<file path="src/rtl/bert_rx_pkg.sv">
package bert_rx_pkg;

  typedef enum logic [1:0] {
    SY_ACQ    = 2'd0,
    SY_VERIFY = 2'd1,
    SY_LOCKED = 2'd2
  } sync_state_e;

  localparam int unsigned CTL_LATCH  = 0;
  localparam int unsigned CTL_LOAD   = 1;
  localparam int unsigned CTL_RESYNC = 2;
  localparam int unsigned CTL_NUM    = 3;

endpackage

</file>
<file path="src/rtl/bert_rst_sync.sv">
module bert_rst_sync #(
  parameter int unsigned STAGES = 2
) (
  input  logic clk,
  input  logic rst_n,
  output logic rst_sync_n
);

  logic [STAGES-1:0] pipe_q;

  always_ff @(posedge clk or negedge rst_n) begin
    if (!rst_n) begin
      pipe_q <= '0;
    end else begin
      pipe_q <= {pipe_q[STAGES-2:0], 1'b1};
    end
  end

  assign rst_sync_n = pipe_q[STAGES-1];

endmodule

</file>
<file path="src/rtl/bert_edge_det.sv">
module bert_edge_det #(
  parameter int unsigned N = 3
) (
  input  logic         clk,
  input  logic         rst_n,
  input  logic [N-1:0] lvl_a,
  input  logic [N-1:0] lvl_b,
  output logic [N-1:0] rise
);

  for (genvar i = 0; i < N; i++) begin : g_ctl
    logic lvl;
    logic prev_q;

    assign lvl = lvl_a[i] | lvl_b[i];

    always_ff @(posedge clk or negedge rst_n) begin
      if (!rst_n) begin
        prev_q <= 1'b0;
      end else begin
        prev_q <= lvl;
      end
    end

    assign rise[i] = lvl & ~prev_q;
  end

endmodule

</file>
<file path="src/rtl/bert_rx_ref.sv">
module bert_rx_ref #(
  parameter int unsigned HIST_W   = 32,
  parameter int unsigned PRBS_LEN = 20,
  parameter int unsigned PRBS_TAP = 17
) (
  input  logic              clk,
  input  logic              rst_n,
  input  logic              bit_en,
  input  logic              rx_in,
  input  logic              prbs_sel,
  input  logic              seed,
  output logic [HIST_W-1:0] hist_q,
  output logic              predict
);

  logic [HIST_W-1:0] hist_nxt;
  logic [HIST_W-1:0] ref_q;
  logic [HIST_W-1:0] ref_nxt;

  // history: bit 0 is the newest received bit
  always_comb begin
    hist_nxt = {hist_q[HIST_W-2:0], rx_in};
  end

  // reference predictor: free-running after seeding
  always_comb begin
    if (prbs_sel) begin
      predict = ref_q[PRBS_TAP-1] ^ ref_q[PRBS_LEN-1];
    end else begin
      predict = ref_q[HIST_W-1];
    end
    if (seed) begin
      ref_nxt = hist_nxt;
    end else begin
      ref_nxt = {ref_q[HIST_W-2:0], predict};
    end
  end

  always_ff @(posedge clk or negedge rst_n) begin
    if (!rst_n) begin
      hist_q <= '0;
      ref_q  <= '0;
    end else if (bit_en) begin
      hist_q <= hist_nxt;
      ref_q  <= ref_nxt;
    end
  end

endmodule

</file>
<file path="src/rtl/bert_sync_fsm.sv">
module bert_sync_fsm
  import bert_rx_pkg::*;
#(
  parameter int unsigned HIST_W    = 32,
  parameter int unsigned PRBS_LEN  = 20,
  parameter int unsigned LOCK_BITS = 32,
  parameter int unsigned WIN_BITS  = 64,
  parameter int unsigned ERR_LIMIT = 6
) (
  input  logic        clk,
  input  logic        rst_n,
  input  logic        bit_en,
  input  logic        prbs_sel,
  input  logic        mismatch,
  input  logic        auto_dis,
  input  logic        force_resync,
  output sync_state_e state_q,
  output logic        seed,
  output logic        count_en
);

  localparam int unsigned FILL_W  = $clog2(HIST_W) + 1;
  localparam int unsigned MATCH_W = $clog2(LOCK_BITS) + 1;
  localparam int unsigned WIN_W   = $clog2(WIN_BITS) + 1;
  localparam int unsigned ERR_W   = $clog2(ERR_LIMIT + 1) + 1;

  localparam logic [FILL_W-1:0]  FILL_PRBS_LAST = FILL_W'(PRBS_LEN - 1);
  localparam logic [FILL_W-1:0]  FILL_REP_LAST  = FILL_W'(HIST_W - 1);
  localparam logic [MATCH_W-1:0] MATCH_LAST     = MATCH_W'(LOCK_BITS - 1);
  localparam logic [WIN_W-1:0]   WIN_LAST       = WIN_W'(WIN_BITS - 1);
  localparam logic [ERR_W-1:0]   ERR_LIM        = ERR_W'(ERR_LIMIT);

  sync_state_e        state_nxt;
  logic [FILL_W-1:0]  fill_q,  fill_nxt;
  logic [MATCH_W-1:0] match_q, match_nxt;
  logic [WIN_W-1:0]   win_q,   win_nxt;
  logic [ERR_W-1:0]   werr_q,  werr_nxt;
  logic [FILL_W-1:0]  fill_last;
  logic [ERR_W-1:0]   werr_sum;

  always_comb begin
    fill_last = prbs_sel ? FILL_PRBS_LAST : FILL_REP_LAST;
    werr_sum  = werr_q + {{(ERR_W-1){1'b0}}, mismatch};
  end

  always_comb begin
    state_nxt = state_q;
    fill_nxt  = fill_q;
    match_nxt = match_q;
    win_nxt   = win_q;
    werr_nxt  = werr_q;
    seed      = 1'b0;
    if (force_resync) begin
      state_nxt = SY_ACQ;
      fill_nxt  = '0;
      match_nxt = '0;
      win_nxt   = '0;
      werr_nxt  = '0;
    end else if (bit_en) begin
      unique case (state_q)
        SY_ACQ: begin
          if (fill_q == fill_last) begin
            seed      = 1'b1;
            state_nxt = SY_VERIFY;
            fill_nxt  = '0;
            match_nxt = '0;
          end else begin
            fill_nxt = fill_q + 1'b1;
          end
        end
        SY_VERIFY: begin
          if (mismatch) begin
            state_nxt = SY_ACQ;
            fill_nxt  = '0;
          end else if (match_q == MATCH_LAST) begin
            state_nxt = SY_LOCKED;
            win_nxt   = '0;
            werr_nxt  = '0;
          end else begin
            match_nxt = match_q + 1'b1;
          end
        end
        SY_LOCKED: begin
          if (!auto_dis && (werr_sum >= ERR_LIM)) begin
            state_nxt = SY_ACQ;
            fill_nxt  = '0;
            match_nxt = '0;
            win_nxt   = '0;
            werr_nxt  = '0;
          end else if (win_q == WIN_LAST) begin
            win_nxt  = '0;
            werr_nxt = '0;
          end else begin
            win_nxt  = win_q + 1'b1;
            werr_nxt = (werr_sum > ERR_LIM) ? ERR_LIM : werr_sum;
          end
        end
        default: begin
          state_nxt = SY_ACQ;
          fill_nxt  = '0;
        end
      endcase
    end
  end

  always_ff @(posedge clk or negedge rst_n) begin
    if (!rst_n) begin
      state_q <= SY_ACQ;
      fill_q  <= '0;
      match_q <= '0;
      win_q   <= '0;
      werr_q  <= '0;
    end else begin
      state_q <= state_nxt;
      fill_q  <= fill_nxt;
      match_q <= match_nxt;
      win_q   <= win_nxt;
      werr_q  <= werr_nxt;
    end
  end

  assign count_en = bit_en & (state_q == SY_LOCKED) & ~force_resync;

endmodule

</file>
<file path="src/rtl/bert_bit_counters.sv">
module bert_bit_counters #(
  parameter int unsigned CNT_W = 32
) (
  input  logic             clk,
  input  logic             rst_n,
  input  logic             count_en,
  input  logic             mismatch,
  input  logic             latch,
  output logic [CNT_W-1:0] bit_run_q,
  output logic [CNT_W-1:0] err_run_q,
  output logic [CNT_W-1:0] bit_hold_q,
  output logic [CNT_W-1:0] err_hold_q
);

  localparam logic [CNT_W-1:0] ONE = CNT_W'(1);

  logic             bit_inc, err_inc;
  logic [CNT_W-1:0] bit_run_nxt, err_run_nxt;

  always_comb begin
    bit_inc = count_en & (bit_run_q != '1);
    err_inc = count_en & mismatch & (err_run_q != '1);
    if (latch) begin
      bit_run_nxt = bit_inc ? ONE : '0;
      err_run_nxt = err_inc ? ONE : '0;
    end else begin
      bit_run_nxt = bit_run_q + (bit_inc ? ONE : '0);
      err_run_nxt = err_run_q + (err_inc ? ONE : '0);
    end
  end

  always_ff @(posedge clk or negedge rst_n) begin
    if (!rst_n) begin
      bit_run_q <= '0;
      err_run_q <= '0;
    end else begin
      bit_run_q <= bit_run_nxt;
      err_run_q <= err_run_nxt;
    end
  end

  always_ff @(posedge clk or negedge rst_n) begin
    if (!rst_n) begin
      bit_hold_q <= '0;
      err_hold_q <= '0;
    end else if (latch) begin
      bit_hold_q <= bit_run_q;
      err_hold_q <= err_run_q;
    end
  end

endmodule

</file>
<file path="src/rtl/bert_rx_core.sv">
module bert_rx_core
  import bert_rx_pkg::*;
#(
  parameter int unsigned CNT_W     = 32,
  parameter int unsigned HIST_W    = 32,
  parameter int unsigned PRBS_LEN  = 20,
  parameter int unsigned PRBS_TAP  = 17,
  parameter int unsigned LOCK_BITS = 32,
  parameter int unsigned WIN_BITS  = 64,
  parameter int unsigned ERR_LIMIT = 6
) (
  input  logic              clk,
  input  logic              rst_n,
  input  logic              bit_en_i,
  input  logic              rx_data_i,
  input  logic              tx_data_i,
  input  logic              loopback_i,
  input  logic              prbs_sel_i,
  input  logic              auto_resync_dis_i,
  input  logic              resync_ctl_i,
  input  logic              latch_ctl_reg_i,
  input  logic              latch_ctl_pin_i,
  input  logic              load_ctl_reg_i,
  input  logic              load_ctl_pin_i,
  output logic              in_sync_o,
  output logic [CNT_W-1:0]  bit_count_o,
  output logic [CNT_W-1:0]  err_count_o,
  output logic [HIST_W-1:0] rx_capture_o
);

  logic               rst_sync_n;
  logic               rx_in;
  logic [CTL_NUM-1:0] ctl_a, ctl_b, rise_vec;
  logic               latch_rise, load_rise, resync_rise;
  logic [HIST_W-1:0]  hist_q;
  logic               predict, mismatch, seed, count_en;
  sync_state_e        state;
  logic [CNT_W-1:0]   bit_run, err_run;
  logic [HIST_W-1:0]  cap_q;

  bert_rst_sync #(.STAGES(2)) u_rst (
    .clk        (clk),
    .rst_n      (rst_n),
    .rst_sync_n (rst_sync_n)
  );

  assign rx_in = loopback_i ? tx_data_i : rx_data_i;

  always_comb begin
    ctl_a             = '0;
    ctl_b             = '0;
    ctl_a[CTL_LATCH]  = latch_ctl_reg_i;
    ctl_b[CTL_LATCH]  = latch_ctl_pin_i;
    ctl_a[CTL_LOAD]   = load_ctl_reg_i;
    ctl_b[CTL_LOAD]   = load_ctl_pin_i;
    ctl_a[CTL_RESYNC] = resync_ctl_i;
  end

  bert_edge_det #(.N(CTL_NUM)) u_edge (
    .clk   (clk),
    .rst_n (rst_sync_n),
    .lvl_a (ctl_a),
    .lvl_b (ctl_b),
    .rise  (rise_vec)
  );

  assign latch_rise  = rise_vec[CTL_LATCH];
  assign load_rise   = rise_vec[CTL_LOAD];
  assign resync_rise = rise_vec[CTL_RESYNC];

  bert_rx_ref #(
    .HIST_W   (HIST_W),
    .PRBS_LEN (PRBS_LEN),
    .PRBS_TAP (PRBS_TAP)
  ) u_ref (
    .clk      (clk),
    .rst_n    (rst_sync_n),
    .bit_en   (bit_en_i),
    .rx_in    (rx_in),
    .prbs_sel (prbs_sel_i),
    .seed     (seed),
    .hist_q   (hist_q),
    .predict  (predict)
  );

  assign mismatch = rx_in ^ predict;

  bert_sync_fsm #(
    .HIST_W    (HIST_W),
    .PRBS_LEN  (PRBS_LEN),
    .LOCK_BITS (LOCK_BITS),
    .WIN_BITS  (WIN_BITS),
    .ERR_LIMIT (ERR_LIMIT)
  ) u_fsm (
    .clk          (clk),
    .rst_n        (rst_sync_n),
    .bit_en       (bit_en_i),
    .prbs_sel     (prbs_sel_i),
    .mismatch     (mismatch),
    .auto_dis     (auto_resync_dis_i),
    .force_resync (resync_rise),
    .state_q      (state),
    .seed         (seed),
    .count_en     (count_en)
  );

  bert_bit_counters #(.CNT_W(CNT_W)) u_cnt (
    .clk        (clk),
    .rst_n      (rst_sync_n),
    .count_en   (count_en),
    .mismatch   (mismatch),
    .latch      (latch_rise),
    .bit_run_q  (bit_run),
    .err_run_q  (err_run),
    .bit_hold_q (bit_count_o),
    .err_hold_q (err_count_o)
  );

  always_ff @(posedge clk or negedge rst_sync_n) begin
    if (!rst_sync_n) begin
      cap_q <= '0;
    end else if (load_rise) begin
      cap_q <= hist_q;
    end
  end

  assign rx_capture_o = cap_q;
  assign in_sync_o    = (state == SY_LOCKED);

endmodule

</file>
<file path="config.mk">
export PLATFORM = sky130hd
export DESIGN_NAME = bert_rx_core
export DESIGN_NICKNAME = d
export VERILOG_FILES = /design/src/rtl/bert_rx_pkg.sv /design/src/rtl/bert_rst_sync.sv /design/src/rtl/bert_edge_det.sv /design/src/rtl/bert_rx_ref.sv /design/src/rtl/bert_sync_fsm.sv /design/src/rtl/bert_bit_counters.sv /design/src/rtl/bert_rx_core.sv
export SDC_FILE = /design/constraint.sdc
export NUM_CORES = 1
export LEC_CHECK = 0
export ABC_AREA = 1
export BUFFER_PORTS_ARGS = -buffer_cell sky130_fd_sc_hd__buf_4
export CORE_ASPECT_RATIO = 0.5
export CORE_MARGIN = 2
export CORE_UTILIZATION = 59
export DETAILED_ROUTE_END_ITERATION = 7
export PLACE_DENSITY_LB_ADDON = 0.15
export SLEW_MARGIN = 20
export SYNTH_ARGS = -nofsm -noshare
export SYNTH_HDL_FRONTEND = slang
export SYNTH_SLANG_ARGS = --single-unit
</file>
<file path="constraint.sdc">
create_clock -name clk -period 8.6 [get_ports clk]
set_input_delay 2.15 -clock clk [delete_from_list [all_inputs] [get_ports clk]]
set_output_delay 2.15 -clock clk [all_outputs]
set_load 0.01 [all_outputs]
</file>
==> run_results.csv <==
group,metric,value,unit
die,coreArea,19400,µm²
critical_path,worstPathRequired,8.96,ns
clock_tree,cts_tree,"built",
outcome,status,"complete, no violations",
drt,remaining_drc_errors,0,
clock_tree,clk_pin_slew,0.07,ns
die,io_pins,110,
critical_path,rr_endpoint,"u_cnt.bit_run_q[18]",
clock_tree,ctsHoldBuffers,0,
global_route,grt_pass1_wl,42400,µm
logic_synthesis,syn_nets,1370,
drt,wl_per_cell,14.7,µm
sta,setup_viol,0,
critical_path,path_max_fanout,11,
critical_path,r2r.worst_path.cells,16,
sta,hold_viol,0,
clock_tree,cts_root_buffer,"clkbuf_16",
logic_synthesis,ys_seq_elements,254,
clock_tree,clockBufferDepth,3,
clock_tree,insertion_delay,0.51,ns
logic_synthesis,synthCells,1345,
sta,finalSetupTns,0,ns
hold_path,hp-class,"reg -> reg",
sta,fmax,226,MHz
logic_synthesis,syn_avg_cell_area,8.67,µm²
logic_synthesis,syn_area,11700,µm²
placement,dp_hpwl,17100,µm
die,initial_core_util,60.1,%
power_and_ir_drop,p_leak,6.29,nW
sta,slew_headroom,33.6,%
logic_synthesis,seq_area_frac_synth,54.5,%
placement,gp_congestion,0.889,
logic_synthesis,synthDistinctLibCells,46,
die,die_w,203,µm
drt,routed_wl,25300,µm
clock_tree,numCtsBuffers,22,
finish,final_common_cell,"nand2_1",
drt,first_iter_violations,586,
sta,max_slew.worst_pin.slew,0.997,ns
drt,vias,9203,
critical_path,worstSetupEndpoint,"u_cnt.bit_run_q[18]",
critical_path,r2r_start,"u_fsm.state_q[0]",
critical_path,cp-start-kind,"input pin",
sta,rsz0062_at_grt,"false",
critical_path,worstSetupPathType,"in -> reg",
clock_tree,postCtsSetupBuffers,0,
die,floorplan.die_area,21000,µm²
finish,fin_nets,1459,
sta,skew,0.0134,ns
critical_path,endpoint_kind,"flop",
run,cap_violations,0,
finish,final_cell_mix,"nand2_1 (352), dfrtp_1 (253), inv_1 (139), o21ai_0 (132), buf_4 (112)",
logic_synthesis,synth_edf_count,0,
logic_synthesis,yosys_warnings,0,
finish,drive_gt1_share,14.8,%
finish,layoutNonFillerInstCount,1716,
logic_synthesis,synthFlopType,"dfrtp_1",
clock_tree,cts_resized,0,
drt,first_pass_iters,5,
die,fp.dieH,103,µm
placement,dpl.cell_count,1675,
finish,syn_to_final_growth,14.7,%
clock_tree,htree_levels,1,
critical_path,crit_arrival,4.79,ns
die,fp-row-count,36,
finish,diodes,0,
global_route,antenna_found_initial,0,
clock_tree,clock_sinks,254,
logic_synthesis,postSynth.asyncResetShare,100,%
drt,ant_nets,0,
sta,drv_slew,0,
drt,viasPerCell,5.36,
critical_path,crit_start,"resync_ctl_i",
critical_path,ff2ff_setup_slack,5.26,ns
placement,port_buffers,109,
sta,min_period_over_period,51.5,%
global_route,grtUsageTotal,24.8,%
power_and_ir_drop,powerDensity,201,nW/µm²
global_route,grt_max_degree,189,
global_route,globalRouteOverflowTotal,0,
global_route,grt_pass1_vias,8753,
sta,min_period,4.43,ns
power_and_ir_drop,vdd_ir_drop_max,133,µV
==> routing by layer <==
metal  track usage [%]  vias to the layer above  share of wire (%)
met2              40.6                      190                 46
met1              35.7                     4430                 47
li1                  -                     4543                  -
met5                 0                        -                  0
met4              5.78                        0                2.0
met3              3.57                       40                4.8
==> how the worst min path moves through the flow <==
stage               startpoint               to  cells past startpoint
2_1_floorplan  u_rst.pipe_q[0]  u_rst.pipe_q[1]                      0
3_3_place_gp   u_rst.pipe_q[0]  u_rst.pipe_q[1]                      0
3_5_place_dp   u_rst.pipe_q[0]  u_rst.pipe_q[1]                      0
4_1_cts        u_rst.pipe_q[0]  u_rst.pipe_q[1]                      0
5_1_grt        u_rst.pipe_q[0]  u_rst.pipe_q[1]                      0
6_report       u_rst.pipe_q[0]  u_rst.pipe_q[1]                      0
==> synthesized netlist by cell type (all sizes together), types with 16 or more instances <==
master	count	area, µm²
o21ai	164	832
nand3	66	340
nor2	117	551
a21oi	35	198
dfrtp	254	6360
clkbuf	21	78.8
xor2	18	158
nand2	367	1450
nor3	34	223
inv	147	554
buf	28	174
nand4	16	115
==> critical path, cell delays in order <==
cell and delay, ns:
buf_4 0.11, inv_1 0.08, nor2_4 0.06, nor2_1 0.67
nand2_1 0.12, inv_1 0.12, and2_4 0.15, ha_1 0.20
ha_1 0.18, nand2_1 0.10, nor2_4 0.13, nand2_1 0.16
nor2_4 0.21, inv_1 0.10, nor3_1 0.14, nor3_1 0.08
==> state kept, by name, indices dropped and copies added (netlist names), 7 cells and up <==
name,count
u_cnt.bit_run_q,32
u_ref.ref_q,32
u_fsm.win_q,7
u_cnt.err_hold_q,32
u_ref.hist_q,32
rx_capture_o,32
u_cnt.bit_hold_q,32
u_cnt.err_run_q,32
==> report_power, final <==
group,total [mW],leakage (nW),internal [mW],switching [mW]
sequential,1.35,3.45,1.28,0.0639
combinational,0.333,2.48,0.124,0.208
clock,1.01,0.367,0.577,0.436
total,2.69,6.29,1.99,0.708
==> final cells by class <==
class / count / area (µm²)
fillers: 1592 / 6030
repair buffers: 114 / 888
clock inverters: 9 / 95.1
clock buffers: 31 / 636
inverters: 149 / 563
multi-input cells: 893 / 4510
flip-flops and latches: 254 / 6360
well taps: 266 / 333
==> stage by stage <==
stage	power (mW)	worst slack, ns	hold WS, ns	util [%]	instance area, µm²
2_1_floorplan	1.59	0.997	0.331	-	11700
3_3_place_gp	1.69	3.83	0.338	65.0	12600
3_5_place_dp	1.70	3.71	0.347	65.0	12600
4_1_cts	2.72	4.23	0.363	68.8	13400
5_1_grt	2.82	3.93	0.365	68.9	13400
6_report	2.69	4.17	0.360	68.9	13400
==> cells by family (layout without fill, tap and decap cells) <==
| group | Yosys count | in the layout | share of synthesized area [%] |
|---|---|---|---|
| xor+xnor | 20 | 20 | 1.50 |
| simple gates | 613 | 613 | 23.8 |
| other cells | 1 | 1 | 0.0321 |
| flops | 254 | 254 | 54.5 |
| buf+inv | 198 | 303 | 6.98 |
| compound gates | 247 | 247 | 12.0 |
| fa+ha+maj | 12 | 12 | 1.29 |
(Power assumes the default switching activity.)
